## config.mk

```make
export PLATFORM = sky130hd
export DESIGN_NAME = pac_cache
export DESIGN_NICKNAME = d
export VERILOG_FILES = /design/src/rtl/pac_pkg.sv /design/src/rtl/pac_store.sv /design/src/rtl/pac_victim.sv /design/src/rtl/pac_ctrl.sv /design/src/rtl/pac_cache.sv
export SDC_FILE = /design/constraint.sdc
export NUM_CORES = 1
export LEC_CHECK = 0
export ABC_AREA = 1
export BUFFER_PORTS_ARGS = -buffer_cell sky130_fd_sc_hd__buf_2
export CAP_MARGIN = 0
export CELL_PAD_IN_SITES_DETAIL_PLACEMENT = 1
export CELL_PAD_IN_SITES_GLOBAL_PLACEMENT = 2
export CORE_UTILIZATION = 28
export CTS_CLUSTER_DIAMETER = 120
export DETAILED_ROUTE_END_ITERATION = 6
export MAX_ROUTING_LAYER = met4
export PLACE_DENSITY_LB_ADDON = 0.1
export SLEW_MARGIN = 5
export SYNTH_ARGS = -nofsm -noshare
export SYNTH_HDL_FRONTEND = slang
export SYNTH_SLANG_ARGS = --single-unit
```

## constraint.sdc

```tcl
create_clock -name clk -period 4.2 [get_ports clk]
set_clock_uncertainty 0.1 [all_clocks]
set_input_delay 0.84 -clock clk [delete_from_list [all_inputs] [get_ports clk]]
set_output_delay 0.84 -clock clk [all_outputs]
set_load 0.02 [all_outputs]
```

## src/rtl/pac_pkg.sv

```systemverilog
// Shared types for the serial-probe cache.
// Assumes: nothing beyond IEEE 1800-2017.
package pac_pkg;
    typedef enum logic [1:0] {
        ST_IDLE  = 2'd0,
        ST_PROBE = 2'd1,
        ST_FILL  = 2'd2,
        ST_RESP  = 2'd3
    } pac_state_e;
endpackage

```

## src/rtl/pac_store.sv

```systemverilog
// Direct-mapped row storage: valid bit, tag and data per row.
// Reads are combinational, writes are synchronous. Only the valid
// bits are cleared by reset. Assumes one write port and one read port.
module pac_store #(
    parameter int ROWS   = 16,
    parameter int TAG_W  = 6,
    parameter int DATA_W = 16,
    localparam int ROW_W = $clog2(ROWS)
) (
    input  logic              clk,
    input  logic              rst_n,
    input  logic [ROW_W-1:0]  rd_row,
    output logic              rd_valid,
    output logic [TAG_W-1:0]  rd_tag,
    output logic [DATA_W-1:0] rd_data,
    input  logic              wr_en,
    input  logic [ROW_W-1:0]  wr_row,
    input  logic [TAG_W-1:0]  wr_tag,
    input  logic [DATA_W-1:0] wr_data
);
    logic [ROWS-1:0]   valid_q;
    logic [TAG_W-1:0]  tag_q  [ROWS];
    logic [DATA_W-1:0] data_q [ROWS];

    // Valid bits: clear on reset, set on write.
    always_ff @(posedge clk) begin
        if (!rst_n)     valid_q <= '0;
        else if (wr_en) valid_q[wr_row] <= 1'b1;
    end

    // Tag and data payload: written on fill.
    always_ff @(posedge clk) begin
        if (wr_en) begin
            tag_q[wr_row]  <= wr_tag;
            data_q[wr_row] <= wr_data;
        end
    end

    // Combinational read of the addressed row.
    always_comb begin
        rd_valid = valid_q[rd_row];
        rd_tag   = tag_q[rd_row];
        rd_data  = data_q[rd_row];
    end
endmodule

```

## src/rtl/pac_victim.sv

```systemverilog
// Records the first invalid probe number seen during a lookup.
// Gives probe 0 if none was seen. Assumes clear is pulsed at
// acceptance and observe is high only in probe cycles.
module pac_victim #(
    parameter int PROBE_W = 2
) (
    input  logic               clk,
    input  logic               rst_n,
    input  logic               clear,
    input  logic               observe,
    input  logic [PROBE_W-1:0] probe_num,
    input  logic               row_valid,
    output logic [PROBE_W-1:0] victim
);
    logic               found_q;
    logic [PROBE_W-1:0] slot_q;

    // Latch the first empty row of the current lookup.
    always_ff @(posedge clk) begin
        if (!rst_n || clear) begin
            found_q <= 1'b0;
            slot_q  <= '0;
        end else if (observe && !found_q && !row_valid) begin
            found_q <= 1'b1;
            slot_q  <= probe_num;
        end
    end

    // Default to probe 0 when the set is full.
    always_comb victim = found_q ? slot_q : '0;
endmodule

```

## src/rtl/pac_ctrl.sv

```systemverilog
// Lookup sequencer: one probe per cycle in order 0..N-1, a fill
// request after N misses, then a response. Assumes N is a power
// of two >= 2 and that the next level answers only while asked.
module pac_ctrl
    import pac_pkg::*;
#(
    parameter int ADDR_W  = 8,
    parameter int IDX_W   = 2,
    parameter int PROBE_W = 2,
    parameter int WAYS    = 4,
    parameter int DATA_W  = 16,
    localparam int TAG_W  = ADDR_W - IDX_W,
    localparam int ROW_W  = PROBE_W + IDX_W
) (
    input  logic               clk,
    input  logic               rst_n,
    input  logic               req_valid,
    input  logic [ADDR_W-1:0]  req_addr,
    output logic               req_ready,
    output logic               resp_valid,
    output logic               resp_hit,
    output logic [PROBE_W-1:0] resp_slot,
    output logic [DATA_W-1:0]  resp_data,
    output logic               fill_req_valid,
    output logic [ADDR_W-1:0]  fill_req_addr,
    input  logic               fill_rsp_valid,
    input  logic [DATA_W-1:0]  fill_rsp_data,
    output logic [ROW_W-1:0]   rd_row,
    input  logic               rd_valid,
    input  logic [TAG_W-1:0]   rd_tag,
    input  logic [DATA_W-1:0]  rd_data,
    output logic               wr_en,
    output logic [ROW_W-1:0]   wr_row,
    output logic [TAG_W-1:0]   wr_tag,
    output logic [DATA_W-1:0]  wr_data,
    output logic               accept,
    output logic               probing,
    output logic [PROBE_W-1:0] probe_num,
    input  logic [PROBE_W-1:0] victim
);
    localparam logic [PROBE_W-1:0] LAST_PROBE = PROBE_W'(WAYS - 1);

    pac_state_e         state_q;
    logic [ADDR_W-1:0]  addr_q;
    logic [PROBE_W-1:0] probe_q;
    logic [DATA_W-1:0]  fill_q;
    logic               hit;

    // Probe address, tag compare and handshake decode.
    always_comb begin
        accept    = (state_q == ST_IDLE) && req_valid;
        probing   = (state_q == ST_PROBE);
        probe_num = probe_q;
        rd_row    = {probe_q, addr_q[IDX_W-1:0]};
        hit       = probing && rd_valid && (rd_tag == addr_q[ADDR_W-1:IDX_W]);
        req_ready = (state_q == ST_IDLE);
    end

    // Response and fill-port outputs.
    always_comb begin
        resp_valid     = hit || (state_q == ST_RESP);
        resp_hit       = probing;
        resp_slot      = probing ? probe_q : victim;
        resp_data      = probing ? rd_data : fill_q;
        fill_req_valid = (state_q == ST_FILL);
        fill_req_addr  = addr_q;
        wr_en          = (state_q == ST_FILL) && fill_rsp_valid;
        wr_row         = {victim, addr_q[IDX_W-1:0]};
        wr_tag         = addr_q[ADDR_W-1:IDX_W];
        wr_data        = fill_rsp_data;
    end

    // Sequencer state, captured address, probe counter and fill data.
    always_ff @(posedge clk) begin
        if (!rst_n) begin
            state_q <= ST_IDLE;
            addr_q  <= '0;
            probe_q <= '0;
            fill_q  <= '0;
        end else begin
            case (state_q)
                ST_IDLE: if (req_valid) begin
                    state_q <= ST_PROBE;
                    addr_q  <= req_addr;
                    probe_q <= '0;
                end
                ST_PROBE: begin
                    if (hit)                        state_q <= ST_IDLE;
                    else if (probe_q == LAST_PROBE) state_q <= ST_FILL;
                    else                            probe_q <= probe_q + 1'b1;
                end
                ST_FILL: if (fill_rsp_valid) begin
                    state_q <= ST_RESP;
                    fill_q  <= fill_rsp_data;
                end
                default: state_q <= ST_IDLE;
            endcase
        end
    end
endmodule

```

## src/rtl/pac_cache.sv

```systemverilog
// Top level of the serial-probe pseudo-associative cache. NUM_BLOCKS
// rows form NUM_BLOCKS/WAYS sets; probe p of a set uses row
// {p, set}. Assumes NUM_BLOCKS and WAYS are powers of two, WAYS >= 2.
module pac_cache #(
    parameter int ADDR_W     = 8,
    parameter int DATA_W     = 16,
    parameter int NUM_BLOCKS = 16,
    parameter int WAYS       = 4,
    localparam int SETS      = NUM_BLOCKS / WAYS,
    localparam int IDX_W     = $clog2(SETS),
    localparam int PROBE_W   = $clog2(WAYS),
    localparam int TAG_W     = ADDR_W - IDX_W,
    localparam int ROW_W     = PROBE_W + IDX_W
) (
    input  logic               clk,
    input  logic               rst_n,
    input  logic               req_valid,
    input  logic [ADDR_W-1:0]  req_addr,
    output logic               req_ready,
    output logic               resp_valid,
    output logic               resp_hit,
    output logic [PROBE_W-1:0] resp_slot,
    output logic [DATA_W-1:0]  resp_data,
    output logic               fill_req_valid,
    output logic [ADDR_W-1:0]  fill_req_addr,
    input  logic               fill_rsp_valid,
    input  logic [DATA_W-1:0]  fill_rsp_data
);
    logic [ROW_W-1:0]   rd_row, wr_row;
    logic               rd_valid, wr_en, accept, probing;
    logic [TAG_W-1:0]   rd_tag, wr_tag;
    logic [DATA_W-1:0]  rd_data, wr_data;
    logic [PROBE_W-1:0] probe_num, victim;

    pac_ctrl #(
        .ADDR_W(ADDR_W), .IDX_W(IDX_W), .PROBE_W(PROBE_W),
        .WAYS(WAYS), .DATA_W(DATA_W)
    ) u_ctrl (
        .clk(clk), .rst_n(rst_n),
        .req_valid(req_valid), .req_addr(req_addr), .req_ready(req_ready),
        .resp_valid(resp_valid), .resp_hit(resp_hit),
        .resp_slot(resp_slot), .resp_data(resp_data),
        .fill_req_valid(fill_req_valid), .fill_req_addr(fill_req_addr),
        .fill_rsp_valid(fill_rsp_valid), .fill_rsp_data(fill_rsp_data),
        .rd_row(rd_row), .rd_valid(rd_valid), .rd_tag(rd_tag), .rd_data(rd_data),
        .wr_en(wr_en), .wr_row(wr_row), .wr_tag(wr_tag), .wr_data(wr_data),
        .accept(accept), .probing(probing), .probe_num(probe_num),
        .victim(victim)
    );

    pac_store #(
        .ROWS(NUM_BLOCKS), .TAG_W(TAG_W), .DATA_W(DATA_W)
    ) u_store (
        .clk(clk), .rst_n(rst_n),
        .rd_row(rd_row), .rd_valid(rd_valid), .rd_tag(rd_tag), .rd_data(rd_data),
        .wr_en(wr_en), .wr_row(wr_row), .wr_tag(wr_tag), .wr_data(wr_data)
    );

    pac_victim #(
        .PROBE_W(PROBE_W)
    ) u_victim (
        .clk(clk), .rst_n(rst_n),
        .clear(accept), .observe(probing), .probe_num(probe_num),
        .row_valid(rd_valid), .victim(victim)
    );
endmodule

```

# Yosys cells after proc, flatten, opt, wreduce, memory -nomap -nowiden
# Memory sizes are Yosys's and may differ from the RTL's.
# Index checks and enable logic that the tools add are counted.
# totals
regBits	47
ramBits	352
input_bits	28
output_inout_bits	30
wordCells	60
mem_count	2
# mem_list
memory	depth	width	rd	rd_ports_with_merged_regs	write_ports	line	rtl
u_store.data_q	16	16	1	0	1	pac_store.sv:23	logic [DATA_W-1:0] data_q [ROWS];
u_store.tag_q	16	6	1	0	1	pac_store.sv:22	logic [TAG_W-1:0] tag_q [ROWS];
# op_classes
n_addsub	1
order_cmp	3
n_eq_ne	10
n_mux	18
bitwise_logic	1
n_reduce_logical	18
# ops
operator	n
2-bit 2-to-1 mux	9
16-bit 2-to-1 mux	1
16-bit bitwise OR	1
4-bit by 5-bit < comparator with 1-bit output (second input constant)	2
1-bit logical AND	7
2-bit == test (second input constant)	3
6-bit == test	1
2-bit != test (second input constant)	3
2-bit case mux with 3 select lines	1
1-bit binary-select mux with 4-bit select	1
1-bit demux with 4-bit select	1
4-bit by 1-bit greater-or-equal comparator with 1-bit output (second input constant)	1
1-bit 2-to-1 mux	4
2-bit case mux with 2 select lines	1
2-bit AND reduction	2
4-bit AND reduction	1
1-bit zero test	3
3-bit != test (second input constant)	1
3-bit AND reduction	1
2-bit by 1-bit adder with 2-bit output (second input constant)	1
2-bit by 1-bit == test with 1-bit output (second input constant)	1
2-bit zero test	1
1-bit logical OR	2
2-bit by 1-bit != test with 1-bit output (second input constant)	1
2-bit nonzero test	1

# Depth between registers and ports, before layout
# Gate-level depths: netlist (run 1).
# logic_depth
word_depth	6
mapped_depth	19
depth_no_buf	17

# Cells and area by module
# A second synthesis (run 1) with hierarchy kept.
# unflattened
cells_unflattened	1830
area_unflattened_um2	17738.3
# by_module_without_submodules
module	instances	cells_each	area_each_um2
pac_store	1	1550	15911.5
pac_ctrl	1	257	1661.6
pac_victim	1	23	165.2

# Worst setup path after synthesis (run 1)
# OpenSTA, ideal clock, no wires.
# synth_timing
kind	reg-to-output
from	register u_ctrl.addr_q[1], in the netlist u_ctrl.fill_req_addr[1]
to	output port resp_data[12]
t_arrival_ps	1928
t_required_ps	3260
setup_slack_ps	1332
path_stages_with_launch	10
n_path_buf	3
path_cell_list	dfxtp_1 buf_6 inv_4 nor2_4 buf_2 buf_1 a22oi_1 nand3_1 nand3_1 a31oi_1
# synth_via
elab_chain_cells	2
# synth_lines
item	line	rtl
start: declaration	pac_ctrl.sv:44	logic [ADDR_W-1:0] addr_q;
start signal: assignment	pac_ctrl.sv:84	addr_q <= req_addr;
memory read 16 x 16 bit	n/a	
16-bit 2-to-1 mux	pac_ctrl.sv:64	resp_data = probing ? rd_data : fill_q;
end: declaration	pac_cache.sv:23	output logic [DATA_W-1:0] resp_data,
# Every way passes these cells.

# Worst setup path after layout (run 1)
# layout_timing
from	register u_ctrl.addr_q[0], in the netlist u_ctrl.fill_req_addr[0]
to	output port resp_data[1]
# Same word-level chain as after synthesis.

==> flow_summary.ini, run 1 <==
[sta]
final_max_slew_viol_count = 0
hold_violations = 0
rsz0062_at_grt = false
tns_ns = 0
worst_pin_slew_ns = 0.884
post-route-min-period_ns = 3.98
fmax_mhz = 251
relSlewSlack_pct = 41.0
fin_crit_sh_pct = 94.7
holdWs_ns = 0.355
finalSetupViolCount = 0

[finish]
layout_commonest_cell = edfxtp_1
nets = 1361
drive_above_1_share_pct = 14.7
most-common-layout-cells = edfxtp_1 (352), nand2_1 (321), nand3_1 (95)
area_delta_synth_final_pct = 19.3
antenna_cells = 0

[worst_setup_path]
cp.arrival_ns = 3.04
worstSetupPathType = reg2out
cp.required_ns = 3.26
ff2ff_setup_slack_ns = 1.52
r2r_start = u_ctrl.fill_req_addr[0]
endpoint_kind = output pin
crit_fanout = 39
setup.worst_path.start_class = register
r2r_cells = 13
crit_start = u_ctrl.fill_req_addr[0]

[synth]
yosysTopAreaCell = edfxtp_1
yosysTopAreaCellShare_pct = 67.7
synthTopCellsByArea = edfxtp_1 (68%), nand2_1 (7.7%), dfxtp_1 (6.0%)
syn-cell-area_sq_um = 15600
ys_ff_latch = 399
syn_avg_cell_area_sq_um = 12.5
ys_seq_area_share_pct = 73.7
syn-instance-count = 1251
synth_cell_types = 34
yosysWarnings = 0
synth_nets = 1280

[clocking]
cts_root_buf = clkbuf_16
insertion_delay_ns = 0.60
cts.sink_count = 399
cts_hold_buffers = 0
cts_tree = done
clock_path_buffers = 3
numCtsBuffers = 48
path_clk_slew_ns = 0.06
h-tree-depth = 2

[placement]
routabilityCongestion = 0.742
portBuffers = 57
dp_hpwl_um = 30100

[hold_path]
min_path_type = reg2reg
hp-start = u_ctrl.fill_q[5]
whs_path_depth = 2

[die]
fp.dieArea_sq_um = 56700
num_rows = 86
die_h_um = 238
core_sq_um = 55100
start_util_pct = 28.3
io_pins = 58
die_w_um = 238

[global_routing]
grt_overflow = 0
grt_pass1_vias = 10775
grt_max_degree = 61
grt_first_pass_wirelength_um = 75800
track_usage_pct = 19.1
antenna_found_initial = 0

[run_status]
outcome = complete, no violations

[detailed_routing]
wire_per_inst_um = 24.4
drt_first_pass_iters = 4
wirelength_um = 51700
via_per_inst = 4.83
vias = 10239
ant_nets = 0
drt_iter0_drc = 548
drc = 0

[flow_run]
drv_cap = 0

[power]
p_leak_uw = 0.00635
finalPower_uw = 10400
peakVddDrop_v = 0.000299
power.density_nw_per_um2 = 559
-- synthesized netlist by cell type (all sizes together) --
| master | number |
|---|---|
| buf | 48 |
| a21oi | 39 |
| clkinv | 2 |
| nor2 | 90 |
| a211oi | 1 |
| a31oi | 24 |
| clkbuf | 23 |
| o21ai | 29 |
| o211ai | 4 |
| or2 | 1 |
| o2111ai | 1 |
| inv | 43 |
| dfxtp | 47 |
| nand4 | 39 |
| ha | 1 |
| nand3 | 97 |
| nor3 | 1 |
| edfxtp | 352 |
| o221ai | 2 |
| a22oi | 85 |
| nand2 | 322 |
-- final cells by class --
class | instances | area, sq um
flip-flops and latches | 399 | 11500
inverters | 45 | 176
fillers | 5925 | 36500
clock inverters | 30 | 275
well taps | 748 | 936
repair buffers | 102 | 823
multi-input cells | 736 | 3670
clock buffers | 59 | 1240
-- per-stage QoR --
stage / worst slack (ns) / utilization, % / instances / cell area [sq um]
2_1_floorplan: 1.33 / - / 1251 / 15600
3_3_place_gp: 0.752 / 31.1 / 2030 / 17100
3_5_place_dp: 0.736 / 31.1 / 2030 / 17100
4_1_cts: 0.128 / 33.8 / 2119 / 18600
5_1_grt: 0.0482 / 33.8 / 2119 / 18600
6_report: 0.221 / 33.8 / 2119 / 18600
-- metal layers --
| layer | global-route usage [%] | wire length [um] | vias up |
|---|---|---|---|
| met5 | - | 0 | - |
| met4 | 5.19 | 1100 | 0 |
| met3 | 2.26 | 1430 | 63 |
| met2 | 31.4 | 25200 | 151 |
| met1 | 24.9 | 24000 | 5314 |
| li1 | - | - | 4711 |
-- repair_timing --
action | 4_1_cts | 5_1_grt
endpoints found under the setup margin | 0 | 1
gates resized for setup | 0 | 1
buffers inserted | 0 | 0
-- report_power, final --
group	internal [uW]	leakage (uW)	switching, uW
sequential	4420	0.00356	71.0
clock	2360	0.000742	1680
combinational	517	0.00204	1370
total	7290	0.00635	3120
-- path summary, 6_finish.rpt --
path                         end
max                 resp_data[1]
min             u_ctrl.fill_q[5]
max reg2reg  u_ctrl.probe_num[0]
min reg2reg     u_ctrl.fill_q[5]
-- flip-flops by register name, summed over array words and instances (netlist names) --
signal                count
u_ctrl.fill_req_addr      8
u_ctrl.state_q            2
u_store.tag_q            96
u_victim.found_q          1
u_ctrl.probe_num          2
u_store.data_q          256
u_store.valid_q          16
u_victim.slot_q           2
u_ctrl.fill_q            16
-- worst max-delay path, cell delays in order, from the launching register on --
cell,delay [ns]
dfxtp_2,0.55
inv_6,0.15
nor2_4,0.48
buf_12,0.33
a22oi_1,0.11
a31oi_1,0.22
o21ai_0,0.12
a31oi_1,0.27
buf_2,0.23
-- cells by family after synthesis --
logic type      count (synthesis)  share of synthesized area (%)
simple gates                  550                           14.9
flops                         399                           73.7
compound gates                185                           7.66
buf+inv                       116                           3.61
fa+ha+maj                       1                         0.0801
No activity file was read; power rests on OpenSTA's default activity.
==> run 2, diff against run 1 <==
Settings changed: CAP_MARGIN 0 to unset, PLACE_DENSITY set to 0.53, PLACE_DENSITY_LB_ADDON 0.1 to unset.
==> run 2 against run 1 <==
  * Wire length fell by 1.5%
  * Combinational power barely moved
  * Design area rose by 0.16%
  * Largest cell class unchanged
  * Largest power group unchanged
==> flow_summary.ini, run 2 (synthesis results as in run 1) <==
[power]
clkPwrFrac_pct = 39.3
p_leak_uw = 0.00640
power.density_nw_per_um2 = 563
p_seq_share_pct = 42.6
p_int_uw = 7390
p_comb_share_pct = 18.1
p_sw_uw = 3120
swShare_pct = 29.7
peakVddDrop_v = 0.000264

[sta]
relSlewSlack_pct = 47.1
post-route-min-period_ns = 4.04
finalSetupViolCount = 0
fmax_mhz = 247
rsz0062_at_grt = false
final_max_slew_viol_count = 0
worst_pin_slew_ns = 0.793
holdWs_ns = 0.363
hold_violations = 0
tns_ns = 0
fin_crit_sh_pct = 96.2

[worst_setup_path]
rr_endpoint = u_ctrl.probe_num[1]
endpoint_kind = output pin
crit_slowest_cell = dfxtp_1
cp.arrival_ns = 3.10
r2r_cells = 14
cp.required_ns = 3.26
cp_top_family = buffers and inverters
worstSetupPathType = reg2out
setup.worst_path.start_class = register
r2r_start = u_ctrl.fill_req_addr[1]
path_buf_inv = 3
ff2ff_setup_slack_ns = 1.47
slowest_delay_ns = 0.47
cp_cell_sequence = inv_4 > nor2_4 > buf_4 > a22oi_1 > a21oi_1 > o21ai_0 > a31oi_1 > buf_2
crit_fanout = 29

[detailed_routing]
vias = 10218
drt_first_pass_iters = 5
ant_nets = 0
drc = 0
drt_iter0_drc = 580
via_per_inst = 4.81
wirelength_um = 50900
wire_per_inst_um = 24.0

[finish]
top_register = u_store.data_q
reg_top3 = u_store.data_q: 256 flops, u_store.tag_q: 96 flops
layout_commonest_cell = edfxtp_1
fillCellCount = 5989
most-common-layout-cells = edfxtp_1 (352), nand2_1 (321), nand3_1 (95)
largest_reg_flops = 256
antenna_cells = 0
drive_above_1_share_pct = 15.8
area_delta_synth_final_pct = 19.5
nets = 1367

[die]
fp.dieArea_sq_um = 56700
die_w_um = 238
die_h_um = 238
num_rows = 86
start_util_pct = 28.3
core_sq_um = 55100
io_pins = 58

[clocking]
cts.sink_count = 399
cts_tree = done
numCtsBuffers = 47
insertion_delay_ns = 0.59
h-tree-depth = 2
cts_root_buf = clkbuf_16
clock_path_buffers = 3
cts_hold_buffers = 0
path_clk_slew_ns = 0.06

[global_routing]
grt_pass1_vias = 10658
grt_max_degree = 46
antenna_found_initial = 0
grt_overflow = 0
grt_first_pass_wirelength_um = 74300
track_usage_pct = 18.7

[hold_path]
hp-start = u_ctrl.fill_q[14]
min_path_type = reg2reg
whs_path_depth = 2
min_to = u_ctrl.fill_q[14]

[placement]
dp_hpwl_um = 29400
routabilityCongestion = 0.730
portBuffers = 57

[run_status]
outcome = complete, no violations

[flow_run]
drv_cap = 0
==> run 2: worst max-delay path by stage <==
stage                     slack [ns]                     from            end  cells past startpoint
after floorplan                 1.33  u_ctrl.fill_req_addr[1]  resp_data[12]                      9
after global placement          0.69  u_ctrl.fill_req_addr[1]   resp_data[8]                      9
after detailed placement        0.68  u_ctrl.fill_req_addr[0]     resp_valid                     12
after CTS                       0.04  u_ctrl.fill_req_addr[0]     resp_valid                     12
after global routing           0.009  u_ctrl.fill_req_addr[1]   resp_data[4]                      9
final                           0.16  u_ctrl.fill_req_addr[1]   resp_data[6]                      8
==> run 2: final cells by class <==
cell class / instances / area [sq um] / area share [%]
sequential: 399 / 11500 / 61.7
timing repair buffer: 109 / 801 / 4.29
tap: 748 / 936 / 5.01
clock buffer: 63 / 1310 / 7.00
clock inverter: 25 / 262 / 1.40
inverter: 45 / 176 / 0.945
multi-input combinational: 736 / 3670 / 19.7
==> run 2: what timing repair did <==
action | in CTS | in global routing
setup buffers | 0 | 2
endpoints found under the hold margin | 0 | 0
setup endpoints to repair | 0 | 1
gates resized for setup | 0 | 1
==> run 2: worst register-to-register path, stage by stage, from the launching register on <==
cell      delay (ns)
dfxtp_1         0.38
buf_4           0.24
nor2_4          0.41
buf_4           0.32
nand2_1         0.08
nand4_1         0.09
nand3_1         0.10
nand3_1         0.14
nand2_1         0.06
nor2_1          0.14
nand4_2         0.22
nand3_1         0.15
nand2_1         0.06
clkinv_1        0.07
nor2_1          0.04
==> run 2: per-stage QoR <==
| step | area, sq um | power, uW | setup slack, ns | instances | utilization, % |
|---|---|---|---|---|---|
| finish | 18700 | 10500 | 0.159 | 2125 | 33.9 |
| global route | 18700 | 11000 | 0.00922 | 2125 | 33.9 |
| CTS | 18700 | 10700 | 0.0377 | 2123 | 33.9 |
| detailed placement | 17100 | 6500 | 0.678 | 2035 | 31.0 |
| global placement | 17100 | 6490 | 0.693 | 2035 | 31.0 |
| floorplan | 15600 | 5720 | 1.33 | 1251 | - |
==> run 2: metal layers <==
layer / track usage, % / up-vias / routed length, um
met1: 25.6 / 5282 / 24700
met5: - / - / 0
met4: 4.74 / 0 / 946
li1: - / 4713 / -
met2: 29.4 / 161 / 23800
met3: 2.27 / 62 / 1530
==> run 2: power groups by stage <==
| stage | logic, uW | clock network, uW | registers [uW] |
|---|---|---|---|
| after global placement | 1940 | 0 | 4550 |
| after CTS | 1940 | 4240 | 4470 |
| after floorplan | 1150 | 0 | 4570 |
| after detailed placement | 1940 | 0 | 4560 |
| after global routing | 2100 | 4370 | 4480 |
| final | 1910 | 4130 | 4470 |
